===== src/rtl/dit_pkg.sv =====
package dit_pkg;
  localparam int unsigned NUM_TMR    = 2;
  localparam int unsigned NUM_SRC    = 4;
  localparam int unsigned TMR_STRIDE = 'h10;
  localparam int unsigned OFF_DIV    = 'h00;
  localparam int unsigned OFF_DATA   = 'h04;
  localparam int unsigned OFF_CTRL   = 'h08;
  localparam int unsigned OFF_MASK   = 'h48;
  localparam int unsigned OFF_ACK    = 'h4C;
  localparam int unsigned OFF_STAT   = 'h54;

  typedef struct packed {
    logic       periodic;
    logic [2:0] sel;
  } tmr_ctrl_t;

  localparam int unsigned CTRL_W = $bits(tmr_ctrl_t);
endpackage


===== src/rtl/dit_timer.sv =====
module dit_timer
  import dit_pkg::*;
#(
  parameter int unsigned CNT_W = 32
) (
  input  logic                 clk,
  input  logic                 rst,
  input  tmr_ctrl_t            ctrl,
  input  logic [CNT_W-1:0]     reload,
  input  logic                 load,
  input  logic [NUM_SRC-1:0]   tick_src,
  output logic [CNT_W-1:0]     count,
  output logic                 running,
  output logic                 expire
);
  localparam logic [CNT_W-1:0] ONE = CNT_W'(1);

  logic [CNT_W-1:0] cnt_q;
  logic             run_q;
  logic             tick;

  // Codes with the top bit set pick an internal strobe; all others freeze.
  always_comb begin
    tick = 1'b0;
    if (ctrl.sel[2]) tick = tick_src[ctrl.sel[1:0]];
  end

  assign expire = run_q && tick && (cnt_q == ONE) && !load;

  always_ff @(posedge clk) begin
    if (rst) begin
      cnt_q <= '0;
      run_q <= 1'b0;
    end else if (load) begin
      cnt_q <= reload;
      run_q <= (reload != '0);
    end else if (run_q && tick) begin
      if (cnt_q == ONE) begin
        if (ctrl.periodic) begin
          cnt_q <= reload;
          run_q <= (reload != '0);
        end else begin
          cnt_q <= '0;
          run_q <= 1'b0;
        end
      end else begin
        cnt_q <= cnt_q - ONE;
      end
    end
  end

  assign count   = cnt_q;
  assign running = run_q;
endmodule


===== src/rtl/dit_irq.sv =====
module dit_irq
  import dit_pkg::*;
(
  input  logic               clk,
  input  logic               rst,
  input  logic [NUM_TMR-1:0] expire,
  input  logic               ack_wr,
  input  logic               mask_wr,
  input  logic [NUM_TMR-1:0] wbits,
  output logic [NUM_TMR-1:0] raw,
  output logic [NUM_TMR-1:0] mask,
  output logic               irq
);
  logic [NUM_TMR-1:0] raw_q, raw_d;
  logic [NUM_TMR-1:0] mask_q, mask_d;
  logic               irq_q;

  // Expiry is OR-ed in after the clear so a same-cycle expiry wins.
  always_comb begin
    raw_d  = (raw_q & ~(ack_wr ? wbits : '0)) | expire;
    mask_d = mask_wr ? wbits : mask_q;
  end

  always_ff @(posedge clk) begin
    if (rst) begin
      raw_q  <= '0;
      mask_q <= '0;
      irq_q  <= 1'b0;
    end else begin
      raw_q  <= raw_d;
      mask_q <= mask_d;
      irq_q  <= |(raw_d & mask_d);
    end
  end

  assign raw  = raw_q;
  assign mask = mask_q;
  assign irq  = irq_q;
endmodule


===== src/rtl/dit_regfile.sv =====
module dit_regfile
  import dit_pkg::*;
#(
  parameter int unsigned ADDR_W = 8,
  parameter int unsigned DATA_W = 32,
  parameter int unsigned CNT_W  = 32
) (
  input  logic                            clk,
  input  logic                            rst,
  input  logic                            bus_wr,
  input  logic                            bus_rd,
  input  logic [ADDR_W-1:0]               bus_addr,
  input  logic [DATA_W-1:0]               bus_wdata,
  input  logic [NUM_TMR-1:0][CNT_W-1:0]   tmr_cnt,
  input  logic [NUM_TMR-1:0]              irq_raw,
  input  logic [NUM_TMR-1:0]              irq_mask,
  output logic [NUM_TMR-1:0][CNT_W-1:0]   tmr_div,
  output tmr_ctrl_t [NUM_TMR-1:0]         tmr_ctrl,
  output logic [NUM_TMR-1:0]              tmr_load,
  output logic                            mask_wr,
  output logic                            ack_wr,
  output logic [DATA_W-1:0]               bus_rdata
);
  localparam logic [ADDR_W-1:0] A_MASK = ADDR_W'(OFF_MASK);
  localparam logic [ADDR_W-1:0] A_ACK  = ADDR_W'(OFF_ACK);
  localparam logic [ADDR_W-1:0] A_STAT = ADDR_W'(OFF_STAT);

  logic [DATA_W-1:0] rd_mux;

  for (genvar i = 0; i < NUM_TMR; i++) begin : g_tmr_regs
    localparam logic [ADDR_W-1:0] A_DIV  = ADDR_W'(TMR_STRIDE * i + OFF_DIV);
    localparam logic [ADDR_W-1:0] A_CTRL = ADDR_W'(TMR_STRIDE * i + OFF_CTRL);

    logic div_hit, ctrl_hit;
    assign div_hit  = bus_wr && (bus_addr == A_DIV);
    assign ctrl_hit = bus_wr && (bus_addr == A_CTRL);
    assign tmr_load[i] = ctrl_hit;

    always_ff @(posedge clk) begin
      if (rst) begin
        tmr_div[i]  <= '0;
        tmr_ctrl[i] <= '0;
      end else begin
        if (div_hit)  tmr_div[i]  <= bus_wdata[CNT_W-1:0];
        if (ctrl_hit) tmr_ctrl[i] <= tmr_ctrl_t'(bus_wdata[CTRL_W-1:0]);
      end
    end
  end

  assign mask_wr = bus_wr && (bus_addr == A_MASK);
  assign ack_wr  = bus_wr && (bus_addr == A_ACK);

  always_comb begin
    rd_mux = '0;
    for (int i = 0; i < NUM_TMR; i++) begin
      if (bus_addr == ADDR_W'(TMR_STRIDE * i + OFF_DIV))  rd_mux = DATA_W'(tmr_div[i]);
      if (bus_addr == ADDR_W'(TMR_STRIDE * i + OFF_DATA)) rd_mux = DATA_W'(tmr_cnt[i]);
      if (bus_addr == ADDR_W'(TMR_STRIDE * i + OFF_CTRL)) rd_mux = DATA_W'(tmr_ctrl[i]);
    end
    if (bus_addr == A_MASK) rd_mux = DATA_W'(irq_mask);
    if (bus_addr == A_STAT) rd_mux = DATA_W'(irq_raw & irq_mask);
  end

  always_ff @(posedge clk) begin
    if (rst)         bus_rdata <= '0;
    else if (bus_rd) bus_rdata <= rd_mux;
    else             bus_rdata <= '0;
  end
endmodule


===== src/rtl/dual_interval_timer.sv =====
module dual_interval_timer
  import dit_pkg::*;
#(
  parameter int unsigned ADDR_W = 8,
  parameter int unsigned DATA_W = 32,
  parameter int unsigned CNT_W  = 32
) (
  input  logic              clk,
  input  logic              rst,
  input  logic              bus_wr,
  input  logic              bus_rd,
  input  logic [ADDR_W-1:0] bus_addr,
  input  logic [DATA_W-1:0] bus_wdata,
  output logic [DATA_W-1:0] bus_rdata,
  input  logic [3:0]        tick_src,
  output logic              irq
);
  logic [NUM_TMR-1:0][CNT_W-1:0] tmr_cnt;
  logic [NUM_TMR-1:0][CNT_W-1:0] tmr_div;
  tmr_ctrl_t [NUM_TMR-1:0]       tmr_ctrl;
  logic [NUM_TMR-1:0]            tmr_load;
  logic [NUM_TMR-1:0]            tmr_run;
  logic [NUM_TMR-1:0]            tmr_exp;
  logic [NUM_TMR-1:0]            tmr_per;
  logic [NUM_TMR-1:0]            irq_raw;
  logic [NUM_TMR-1:0]            irq_mask;
  logic                          mask_wr;
  logic                          ack_wr;

  dit_regfile #(
    .ADDR_W(ADDR_W), .DATA_W(DATA_W), .CNT_W(CNT_W)
  ) u_regs (
    .clk(clk), .rst(rst),
    .bus_wr(bus_wr), .bus_rd(bus_rd), .bus_addr(bus_addr), .bus_wdata(bus_wdata),
    .tmr_cnt(tmr_cnt), .irq_raw(irq_raw), .irq_mask(irq_mask),
    .tmr_div(tmr_div), .tmr_ctrl(tmr_ctrl), .tmr_load(tmr_load),
    .mask_wr(mask_wr), .ack_wr(ack_wr), .bus_rdata(bus_rdata)
  );

  for (genvar i = 0; i < NUM_TMR; i++) begin : g_tmr
    dit_timer #(.CNT_W(CNT_W)) u_tmr (
      .clk(clk), .rst(rst),
      .ctrl(tmr_ctrl[i]), .reload(tmr_div[i]), .load(tmr_load[i]),
      .tick_src(tick_src),
      .count(tmr_cnt[i]), .running(tmr_run[i]), .expire(tmr_exp[i])
    );
    assign tmr_per[i] = tmr_ctrl[i].periodic;
  end

  dit_irq u_irq (
    .clk(clk), .rst(rst),
    .expire(tmr_exp), .ack_wr(ack_wr), .mask_wr(mask_wr),
    .wbits(bus_wdata[NUM_TMR-1:0]),
    .raw(irq_raw), .mask(irq_mask), .irq(irq)
  );
endmodule


===== config.mk =====
export PLATFORM = sky130hd
export DESIGN_NAME = dual_interval_timer
export DESIGN_NICKNAME = d
export VERILOG_FILES = /design/src/rtl/dit_pkg.sv /design/src/rtl/dit_timer.sv /design/src/rtl/dit_irq.sv /design/src/rtl/dit_regfile.sv /design/src/rtl/dual_interval_timer.sv
export SDC_FILE = /design/constraint.sdc
export NUM_CORES = 1
export LEC_CHECK = 0
export CAP_MARGIN = 20
export CORE_ASPECT_RATIO = 0.6
export CORE_UTILIZATION = 43
export DETAILED_ROUTE_END_ITERATION = 8
export DONT_BUFFER_PORTS = 1
export SYNTH_ARGS = -nofsm -noshare
export SYNTH_HDL_FRONTEND = slang
export SYNTH_HIERARCHICAL = 1
export SYNTH_SLANG_ARGS = --single-unit

===== constraint.sdc =====
create_clock -name clk -period 3.4 [get_ports clk]
set_input_delay 0.17 -clock clk [delete_from_list [all_inputs] [get_ports clk]]
set_output_delay 0.17 -clock clk [all_outputs]
set_load 0.01 [all_outputs]

==> results by group <==
Layout
  – Filler instances: between 2k and 2.5k
  – Antenna cells: 0
  – Final instance area: ~0.010 sq mm
  – Area delta synth->final: 14.4%
  – Share of cells above drive strength 1: 8.64%
  – Most common cell after layout, fill and taps aside: nand2_1
  – Layout Nets: 1,243
  – Most frequent cells in the layout: nand2_1, dfxtp_1, a21oi_1, nor2_1, nor3_1
  – Fin cells: 1,477

Clocking
  – Worst-case clock buffer depth: 2
  – Post-CTS sizing: 0
  – Sink Count: 175
  – CTS tree: done
  – H-tree lvl count: 4
  – Clk slew on worst S/H paths: 70 ps
  – Total CTS buffers: 17
  – Post-CTS setup buffer count: 0
  – CTS root buf: clkbuf_16
  – Clock latency on the worst-skew pair: 450 ps

Die
  – Top-level I/O count: slightly above 80
  – Die Y-Extent: 115 microns
  – Die Area: about 0.022 sq mm
  – Row count: 40
  – Core area: 0.0204 sq mm
  – Initial Util: 44.8%
  – Die width: 190 microns

Pwr
  – PwrDens: 416 mW/mm^2
  – P_leak: 3.73 nW
  – VDD IR-drop max: 0.550 mV

Setup path
  – Req. time, crit path: 3730 ps
  – CP startpoint: g_tmr[1].u_tmr/count[9]$_SDFFE_PP0P_
  – RR Startpoint: g_tmr[1].u_tmr/count[9]$_SDFFE_PP0P_
  – Startpoint types: register
  – Crit-path slowest cell: or4_1
  – Worst path bufs/invs: 1
  – Slowest Stage Delay on Critical Path: 780 ps
  – Crit path cell chain: or4_4, or4_1, buf_4, o211ai_2, nor3_1, a221o_1
  – Critical path class: register to register
  – Crit path max fanout: 10
  – Worst path arrival time: 3420 ps
  – Crit. End Element: register
  – CP top delay family: simple AND/OR/NAND/NOR gates

Synth
  – Post-synth EDFFs: 0
  – Sequential area share after synthesis: 38.3%
  – Seq cells post-synth: about 180
  – Mapped Avg Cell Area: 7.82 sq um
  – Post-synth cell types: 64
  – Cell count after synthesis: 1,169
  – Async SR Flop Fraction: 0%
  – Post-synth net total: 1,221
  – Primary FF master, synth: dfxtp_1
  – Synthesized cell area: between 0.009 and 0.01 sq mm
  – Yosys warnings: 6

Run status
  – Status: finished, final reports clean

Timing
  – RSZ-0062 raised after global routing: false
  – Hold slack final: 26.7 ps
  – Crit path time final: approximately 3100 ps
  – Slew at the pin with the worst max-slew slack: 1090 ps
  – Crit share post-route: 90.8%
  – Final Hold Fails: 0
  – Slew margin rel.: 27.2%
  – Setup TNS: 0 ps
  – Pins Over Slew Limit: 0
  – Final setup violation count: 0
  – Setup ws final: 311 ps
  – Skew final: 11.0 ps
  – Highest clock rate: between 300 and 400 MHz

Global route
  – Vias in the first global route: 8,624
  – GRT Overall Usage: 33.8%
  – Largest net degree at the start of global routing: 96
  – Gr ovfl total: 0
  – First-pass GRT wire length: 54,800 microns
  – Initial antenna violation count: 0

Placement
  – Detail Placement HPWL: about 25,000 microns
  – Post-Place Cell Area: roughly 0.0094 sq mm
  – Dpl cells: 1,406
  – Worst slack at placement: 352 ps
  – I/O Buffers: 0
  – Gpl congestion: 0.995

Route
  – Final wirelength: approximately 36,000 microns
  – DRC violations left: 0
  – 1st-pass router iterations: 6
  – Vias: between 9k and 10k
  – Final ANT Viol Nets: 0
  – Drt first-iter violations: 1,264
  – Vias/cell: 6.41
  – Routed WL per cell: 24.4 microns

Worst hold path
  – Worst hold path class: input port to register
  – Worst hold path startpoint: rst

Run
  – Max cap viols: 0
-- worst reg2reg max path, delay by kind of cell (launching register included) --
family / cells / cell delay (ps)
AO/OA/AOI/OAI: 2 / 710
buffers and inverters: 1 / 280
flip-flops: 1 / 400
AND/OR/NAND/NOR: 3 / 1600
-- sequential cells by signal, indices dropped and copies added (netlist names) --
signal,count
u_irq/irq,1
g_tmr.u_tmr/count,64
u_regs/bus_rdata,32
u_regs/tmr_div,64
u_irq/raw,2
u_irq/mask,2
g_tmr.u_tmr/running,2
u_regs/tmr_ctrl,8
-- area by class of cell --
cell class	count	area [sq um]	area share (%)
multi-input combinational	891	5130	49.1
sequential	175	3500	33.5
timing repair buffer	88	788	7.53
clock buffer	19	443	4.23
tap	273	342	3.26
clock inverter	13	188	1.79
inverter	18	67.6	0.646
-- final timing paths --
| check | endpoint | slack [ps] | cells after the start |
|---|---|---|---|
| min reg2reg | g_tmr[0].u_tmr/count[3]$_SDFFE_PP0P_ | 490 | 2 |
| max reg2reg | g_tmr[1].u_tmr/count[27]$_SDFFE_PP0P_ | 310 | 6 |
| min | g_tmr[1].u_tmr/count[7]$_SDFFE_PP0P_ | 30 | 3 |
| max | g_tmr[1].u_tmr/count[27]$_SDFFE_PP0P_ | 310 | 6 |
-- stage by stage --
step                power [mW]  util [%]
floorplan                 2.19         -
global placement          2.18      46.2
detailed placement        2.18      46.2
CTS                       4.36      51.2
global route              4.46      51.2
finish                    4.35      51.2
-- synthesized netlist by cell type, types with 16 or more instances --
master	n	area (sq um)
nand2_1	218	818
dfxtp_1	175	3500
a21oi_1	97	485
nor2_1	94	353
nor3_1	53	265
nor4_1	44	275
o21ai_0	41	205
clkbuf_1	40	150
mux2i_1	38	380
nand3_1	34	170
a22oi_1	33	248
o21ai_1	29	145
o22a_1	28	245
a32oi_1	25	219
buf_2	24	120
inv_1	18	67.6
nand4_1	16	100
-- cells by family after synthesis --
kind of cell / Yosys count / share of synthesized area (%)
AO/OA/AOI/OAI: 312 / 22.5
XOR/XNOR: 2 / 0.192
adder cells (fa/ha/maj): 4 / 0.547
buffers and inverters: 103 / 5.64
flip-flops: 175 / 38.3
multiplexers: 41 / 4.78
AND/OR/NAND/NOR: 532 / 28.0
-- per-layer routing --
| layer | global-route usage (%) | part of all wire (%) | wire (microns) |
|---|---|---|---|
| met2 | 43.7 | 38 | 13600 |
| met3 | 10.9 | 13 | 4520 |
| met4 | 10.6 | 2.1 | 748 |
| met5 | 0 | 0 | 0 |
| met1 | 51.3 | 48 | 17300 |
-- report_power, final --
part	switching [mW]	internal, mW	leakage, nW
Sequential	0.00226	2.05	1.41
Combinational	0.0941	0.0612	2.02
Clock	0.891	1.25	0.300
-- what timing repair did --
action | CTS | global route
hold endpoints to repair | 97 | 0
hold buffers | 39 | 0
endpoints found under the setup margin | 0 | 0
Note: power is estimated with default switching activity, not from simulation.
